<file path="src/rtl/halt_ctl.sv">
module halt_ctl #(
  parameter int DELAY_CYC = 4,
  parameter int EID_W     = 2
) (
  input  logic             clk,
  input  logic             rst,
  input  logic             halt_req,
  input  logic             fetch,
  input  logic             ime,
  input  logic [EID_W-1:0] ei_delay,
  input  logic             irq_any,
  input  logic             color_mode,
  output logic             halted,
  output logic             pc_hold,
  output logic             delay_busy,
  output logic             wake,
  output logic             repeat_halt
);
  localparam int CW = $clog2(DELAY_CYC + 1);

  logic          halted_q, skip1_q, first_q, armed_q, hold_q, wake_q, rep_q;
  logic [CW-1:0] dly_q;

  logic accept, skip, enter, check, hit, bug_hit, set_hold;

  assign delay_busy = (dly_q != '0);
  assign accept     = halt_req && !halted_q && !delay_busy;
  assign skip       = irq_any && (ei_delay == '0) && !ime;
  assign enter      = accept && !skip;
  assign check      = halted_q && !skip1_q;
  assign hit        = check && irq_any;
  assign bug_hit    = hit && first_q && armed_q;
  assign set_hold   = (accept && skip && !color_mode) || (bug_hit && !ime);

  always_ff @(posedge clk) begin
    if (rst) begin
      halted_q <= 1'b0;
      skip1_q  <= 1'b0;
      first_q  <= 1'b0;
      armed_q  <= 1'b0;
      hold_q   <= 1'b0;
      wake_q   <= 1'b0;
      rep_q    <= 1'b0;
      dly_q    <= '0;
    end else begin
      wake_q <= hit;
      rep_q  <= bug_hit && ime;

      if (enter) begin
        halted_q <= 1'b1;
        skip1_q  <= !color_mode;
        first_q  <= 1'b1;
        armed_q  <= !irq_any || !ime;
      end else if (halted_q) begin
        if (skip1_q) begin
          skip1_q <= 1'b0;
        end else begin
          first_q <= 1'b0;
          armed_q <= 1'b0;
          if (irq_any) halted_q <= 1'b0;
        end
      end

      if (accept && skip && color_mode) dly_q <= DELAY_CYC[CW-1:0];
      else if (dly_q != '0)             dly_q <= dly_q - CW'(1);

      if (set_hold)   hold_q <= 1'b1;
      else if (fetch) hold_q <= 1'b0;
    end
  end

  assign halted      = halted_q;
  assign pc_hold     = hold_q;
  assign wake        = wake_q;
  assign repeat_halt = rep_q;
endmodule


</file>
<file path="config.mk">
export PLATFORM = sky130hd
export DESIGN_NAME = halt_ctl
export DESIGN_NICKNAME = d
export VERILOG_FILES = /design/src/rtl/halt_ctl.sv
export SDC_FILE = /design/constraint.sdc
export NUM_CORES = 1
export LEC_CHECK = 0
export BUFFER_PORTS_ARGS = -buffer_cell sky130_fd_sc_hd__clkbuf_2
export CORE_AREA = 2 2 39 41
export DETAILED_ROUTE_END_ITERATION = 6
export DIE_AREA = 0 0 41 43
export SLEW_MARGIN = 0
export SYNTH_ARGS = -nofsm -noshare
export SYNTH_HDL_FRONTEND = slang
export SYNTH_SLANG_ARGS = --single-unit
</file>
<file path="constraint.sdc">
create_clock -name clk -period 3.1 [get_ports clk]
set_input_delay 0.31 -clock clk [delete_from_list [all_inputs] [get_ports clk]]
set_output_delay 0.31 -clock clk [all_outputs]
set_load 0.01 [all_outputs]
</file>
==> metrics.txt, run 1 <==
Ys Warns 0; TritonCTS clock tree built; hold_buf cts 0; Distinct cells, synth 26; Yosys reg bits 10; worst hold start color_mode; area of placed instances 588 sq um; Syn Inst Count 54; setup TNS 0 ps; Hold Crit Depth 3; status finished, final reports clean; worst hold slack 315 ps; die area 1760 sq um; CTS max path bufs 2; Synth Area per Inst 9.59 sq um; Int Pwr 306 uW; Hold Path Class input port to flop; vias in the first global route 387; capturing point of the worst reg2reg path dly_q[0]; Final Instance Area 624 sq um; ant diodes 0; nets@finish 82; count of final setup violators 0; Setup crit end kind output pin; clock share of power 0.253; gr usage total 0.141; Net Sw Frac 0.330; R2R cell count 6; total of max-cap violations 0; Hold Path Sink dly_q[2]; Tot Pwr 457 uW; Worst Path Required 2790 ps; CTS H-tree depth 1; post-CTS setup buffer count 0; Iteration-0 DRC Markers 7; Die Y 43 um; clk sinks 10; largest net degree at the start of global routing 11; Max transition margin 0.785; most common cell after layout, fill and taps aside clkbuf_2; Final Hold Fails 0; fmax 595 MHz; wire per inst 10.4 um; Reg-to-Reg Start dly_q[0]; Worst R2R Setup Slack 1520 ps; first-pass GRT wire length 1600 um; Via density 4.60; root buffer cell clkbuf_4; Post-Synthesis Cell Area 518 sq um; part of the cycle the worst path needs 0.542; Leak 0.287 nW; kind of critical path flop to output pin; Starting Density 0.374; Core ar. 1380 sq um; type of origin of the critical path flop; GRT Residual Overflow 0; Worst Slack Setup Final 1420 ps; CP Max Fanout 7; routed via count 391; post-place setup slack 1520 ps; filler cell count 142; Final Skew 4.68 ps; DRT Pass-1 Iters 4; Worst EP arrival 1370 ps; Worst-Skew Late Latency 260 ps; Slew @ Worst Pin 322 ps; Final Max Slew Viols 0; count of input and output buffers 13; post-DP HPWL 711 um; P&R area growth vs syn 20.5%; Residual DRC 0; Comb pwr share 0.375; sequential power share 0.372; initial antenna violation count 0; PD cells 732 nW/um^2; PostCTS Resize Cnt 0; die width 41 um; RSZ-0062 raised after global routing false; commonest non-fill, non-tap cells in the layout clkbuf_2, dfxtp_1, inv_1, a21oi_1; CTS clk-pin slew, worst paths 70 ps; Post-DRT Antenna Nets 0; Placer Congestion 0.701; VDD IR max 313 uV; number of buffers created by CTS 3; final WL 884 um; Sw Pwr 151 uW; Seq/Total Area, Yosys 0.386; clock period minus worst slack 1680 ps; syn nets 66; share of layout cells above drive strength 1 0.319; I/O pins 14; placement row count 14
worst max-delay path: stages, from the launching register on:
cell and delay [ps]:
dfxtp_1 350, inv_1 50, ha_1 210, ha_1 290
inv_1 90, clkbuf_2 120
final cells by class:
| type | count | area (sq um) | share of cell area |
|---|---|---|---|
| Multi-Input combinational cell | 35 | 277 | 0.443 |
| Timing Repair Buffer | 13 | 65.1 | 0.104 |
| Sequential cell | 10 | 200 | 0.321 |
| Tap cell | 16 | 20.0 | 0.0321 |
| Clock buffer | 4 | 36.3 | 0.0581 |
| Inverter | 7 | 26.3 | 0.0421 |
state kept, by name (all words and copies together), names as in the netlist:
name,flops
repeat_halt,1
first_q,1
wake,1
halted,1
pc_hold,1
dly_q,3
skip1_q,1
armed_q,1
metrics by stage:
step,utilization,instances
after floorplan,-,54
after global placement,0.425,81
after detailed placement,0.425,81
after CTS,0.451,85
after global routing,0.451,85
final,0.451,85
layer usage:
metal  global-route usage  vias to the layer above  routed length [um]
li1                     -                      213                   -
met1                0.177                      166                 403
met2                0.175                       10                 417
met3               0.0942                        2                  52
met4               0.0800                        0                  10
met5                    0                        -                   0
power groups by stage:
stage                     logic [mW]  clock network [mW]  registers [mW]
after floorplan                0.148                   0           0.172
after global placement         0.170                   0           0.174
after detailed placement       0.175                   0           0.173
after CTS                      0.176               0.123           0.170
after global routing           0.196               0.130           0.173
final                          0.171               0.116           0.170
worst max-delay path by stage:
stage / start / to / slack [ps] / cells past startpoint
after floorplan: dly_q[0] / armed_q / 1630 / 7
after global placement: dly_q[0] / armed_q / 1570 / 6
after detailed placement: dly_q[0] / dly_q[0] / 1520 / 6
after CTS: dly_q[0] / delay_busy / 1380 / 5
after global routing: dly_q[0] / delay_busy / 1300 / 5
final: dly_q[0] / delay_busy / 1420 / 5
logic make-up after synthesis:
| logic type | Yosys count | share of synthesized area |
|---|---|---|
| and+or+nand+nor | 20 | 0.304 |
| AOI/OAI and AO/OA | 10 | 0.121 |
| DFF | 10 | 0.386 |
| buffers and inverters | 9 | 0.0797 |
| adders and majority gates | 3 | 0.0725 |
| xor gates and xnor gates | 1 | 0.0169 |
| muxes | 1 | 0.0193 |
synth_stat cells:
library cell,instances,area [sq um]
nor2b_1,1,6.26
nand2b_1,1,6.26
dfxtp_1,10,200
nand3_1,1,5.00
a21oi_1,6,30.0
o21ai_0,2,10.0
nand3b_4,1,20.0
and3_1,1,6.26
nor2_1,2,7.51
and3b_4,1,12.5
nor4b_1,1,8.76
ha_1,3,37.5
nor3_1,2,10.0
mux2i_1,1,10.0
nor4b_4,1,23.8
xor2_1,1,8.76
nand2_1,3,11.3
nand3b_1,2,15.0
a211oi_2,1,12.5
o32a_1,1,10.0
or3_1,1,6.26
clkbuf_1,1,3.75
buf_6,1,11.3
inv_1,7,26.3
and3_4,1,11.3
or2b_1,1,7.51
(Power assumes the default switching activity.)
==> run 2, diff against run 1 <==
ABC_AREA = 1   (was default)
clock period = 1.64 ns   (was 3.1 ns; I/O delays follow)
==> run 2 against run 1 <==
Effect of this change:
- critical path type unchanged
- sequential power is 110% higher
- register-to-register slack worse by 1300 ps
- worst setup slack worse by 1200 ps
- clock skew is 4.2 ps lower
- flip-flop and latch count stayed put
- largest power group unchanged
- sequential share of layout area is 0.51 points lower
- total power is 110% higher
- global-route usage is 0.53 points lower
- critical endpoint unchanged
- first-iteration DRC count is 43% lower
- die area stayed put
- via count is 15% higher
- count of clock-buffer cells in the layout stayed put
==> metrics.txt, run 2 <==
Residual DRC 0 (unchanged); fmax 691 MHz; root buffer cell clkbuf_4 (unchanged); gr usage total 0.136 (was 0.141); Setup crit end kind output pin (unchanged); worst hold slack 149 ps (was 315 ps); ant diodes 0 (unchanged); Post-synth EDFFs 0 (unchanged); CTS max path bufs 2 (unchanged); VDD IR max 590 uV (was 313 uV); crit-path leading delay family adder cells (unchanged); DRT Pass-1 Iters 3 (was 4); post-place setup slack 194 ps (was 1520 ps); vias in the first global route 427 (was 387); type of origin of the critical path flop (unchanged); top cells by area, synth dfxtp_1, inv_1, nand2_1 (was dfxtp_1, ha_1, a21oi_1); slowest stage delay, CP 340 ps (was 350 ps); syn nets 81 (was 66); setup TNS 0 ps (unchanged); CP max stage cell dfxtp_1 (unchanged); count of input and output buffers 13 (unchanged); Worst-Skew Late Latency 270 ps (was 260 ps); final WL 914 um (was 884 um); Syn Inst Count 69 (was 54); largest net degree at the start of global routing 8 (was 11); most frequent cell on the critical path inv_1; Yosys reg bits 10 (unchanged); number of buffers created by CTS 3 (unchanged); Int Pwr 605 uW (was 306 uW); first-pass GRT wire length 1570 um (was 1600 um); clock share of power 0.234 (was 0.253); Post-synth top cells inv_1, nand2_1, dfxtp_1, nor2_1, a21oi_1 (was dfxtp_1, inv_1, a21oi_1); Worst EP arrival 1280 ps (was 1370 ps); Via density 4.44 (was 4.60); TritonCTS clock tree built (unchanged); Post-Synthesis Cell Area 522 sq um (was 518 sq um); most common cell after layout, fill and taps aside clkbuf_2 (unchanged); CP Cell Sequence inv_1, ha_1, ha_2, inv_1, clkbuf_2 (was inv_1, ha_1, ha_1, inv_1, clkbuf_2); RSZ-0062 raised after global routing false (unchanged); Post-DRT Antenna Nets 0 (unchanged); nets@finish 98 (was 82); Top FF cell, synth dfxtp_1 (unchanged); filler cell count 149 (was 142); Comb pwr share 0.401 (was 0.375); share of layout cells above drive strength 1 0.294 (was 0.319); PD cells 1520 nW/um^2 (was 732 nW/um^2); Net Sw Frac 0.375 (was 0.330); share of the synthesized area in the top cell type 0.384 (was 0.386); wire per inst 9.05 um (was 10.4 um); CP bufs+invs 3 (unchanged); Iteration-0 DRC Markers 4 (was 7); status finished, final reports clean (unchanged); Final Skew 0.471 ps (was 4.68 ps); CTS H-tree depth 1 (unchanged); clk sinks 10 (unchanged); GRT Residual Overflow 0 (unchanged); number of flip-flops in the largest register 3 (unchanged); Sw Pwr 362 uW (was 151 uW); count of final setup violators 0 (unchanged); Synth Area per Inst 7.56 sq um (was 9.59 sq um); part of the cycle the worst path needs 0.883; Distinct cells, synth 15 (was 26); Seq/Total Area, Yosys 0.384 (was 0.386); initial antenna violation count 0 (unchanged); sequential power share 0.365 (was 0.372); Reg with most FFs dly_q (unchanged); Final Hold Fails 0 (unchanged); die area 1760 sq um (unchanged); die width 41 um (unchanged); total of max-cap violations 0 (unchanged); placement row count 14 (unchanged); Placer Congestion 0.782 (was 0.701); Max transition margin 0.820 (was 0.785); largest area contributor in the netlist dfxtp_1 (unchanged); Slew @ Worst Pin 270 ps (was 322 ps); fraction of registers with async set/reset 0 (unchanged); I/O pins 14 (unchanged); kind of critical path flop to output pin (unchanged); Die Y 43 um (unchanged); Worst Slack Setup Final 193 ps (was 1420 ps); Hold Path Class input port to flop (unchanged); CP Max Fanout 7 (unchanged); commonest non-fill, non-tap cells in the layout clkbuf_2, inv_1, nand2_1, nor2_1, dfxtp_1 (was clkbuf_2, dfxtp_1, inv_1, a21oi_1); Core ar. 1380 sq um (unchanged); Ys Warns 0 (unchanged); Final Max Slew Viols 0 (unchanged); P&R area growth vs syn 21.6% (was 20.5%); Worst Path Required 1480 ps (was 2790 ps); top-count cell post-synth inv_1 (was dfxtp_1); post-DP HPWL 728 um (was 711 um); clock period minus worst slack 1450 ps; Leak 0.308 nW (was 0.287 nW); final core utilization 0.458 (was 0.451); Starting Density 0.377 (was 0.374); post-CTS setup buffer count 0 (unchanged); CTS clk-pin slew, worst paths 70 ps (about the same); routed via count 448 (was 391)
run 2: final timing paths:
path	startpoint	end	slack (ps)	depth (start not counted)
min	rst	dly_q[2]	150	2
max	dly_q[0]	delay_busy	190	5
max reg2reg	dly_q[0]	dly_q[0]	270	8
min reg2reg	armed_q	repeat_halt	470	2
run 2: kinds of logic (layout without fill, tap and decap cells):
logic type / count (synthesis) / in the layout / share of synthesized area
xor gates and xnor gates: 1 / 1 / 0.0168
DFF: 10 / 10 / 0.384
and+or+nand+nor: 34 / 34 / 0.343
AOI/OAI and AO/OA: 8 / 8 / 0.0767
adders and majority gates: 3 / 3 / 0.0720
buffers and inverters: 13 / 29 / 0.108
run 2: final cells by class:
cell class	count	area (sq um)	share of cell area
repair buffers	13	65.1	0.103
flip-flops and latches	10	200	0.316
clock buffers	4	36.3	0.0572
inverters	12	45.0	0.0710
multi-input cells	46	268	0.422
well taps	16	20.0	0.0316
run 2: timing repair:
item | in CTS | in global routing
endpoints found under the setup margin | 0 | 1
hold buffers | 0 | 0
hold endpoints to repair | 0 | 0
gates resized for setup | 0 | 1
run 2: metal layers:
layer / GRT usage / vias to the layer above / share of wire
met4: 0.120 / 0 / 0.030
met3: 0.0314 / 4 / 0.054
met5: 0 / - / 0
met1: 0.150 / 188 / 0.44
met2: 0.203 / 10 / 0.47
li1: - / 246 / -
run 2: power groups by stage:
| stage | Sequential [mW] | Combinational (mW) | Clock [mW] |
|---|---|---|---|
| 2_1_floorplan | 0.356 | 0.328 | 0 |
| 5_1_grt | 0.364 | 0.454 | 0.242 |
| 3_3_place_gp | 0.358 | 0.385 | 0 |
| 6_report | 0.353 | 0.388 | 0.227 |
| 4_1_cts | 0.353 | 0.386 | 0.235 |
| 3_5_place_dp | 0.359 | 0.386 | 0 |
run 2: per-stage QoR:
stage / cell area [sq um] / cells / power, mW
finish: 634 / 101 / 0.967
global route: 634 / 101 / 1.06
CTS: 632 / 101 / 0.973
detailed placement: 596 / 97 / 0.744
global placement: 596 / 97 / 0.743
floorplan: 522 / 69 / 0.684
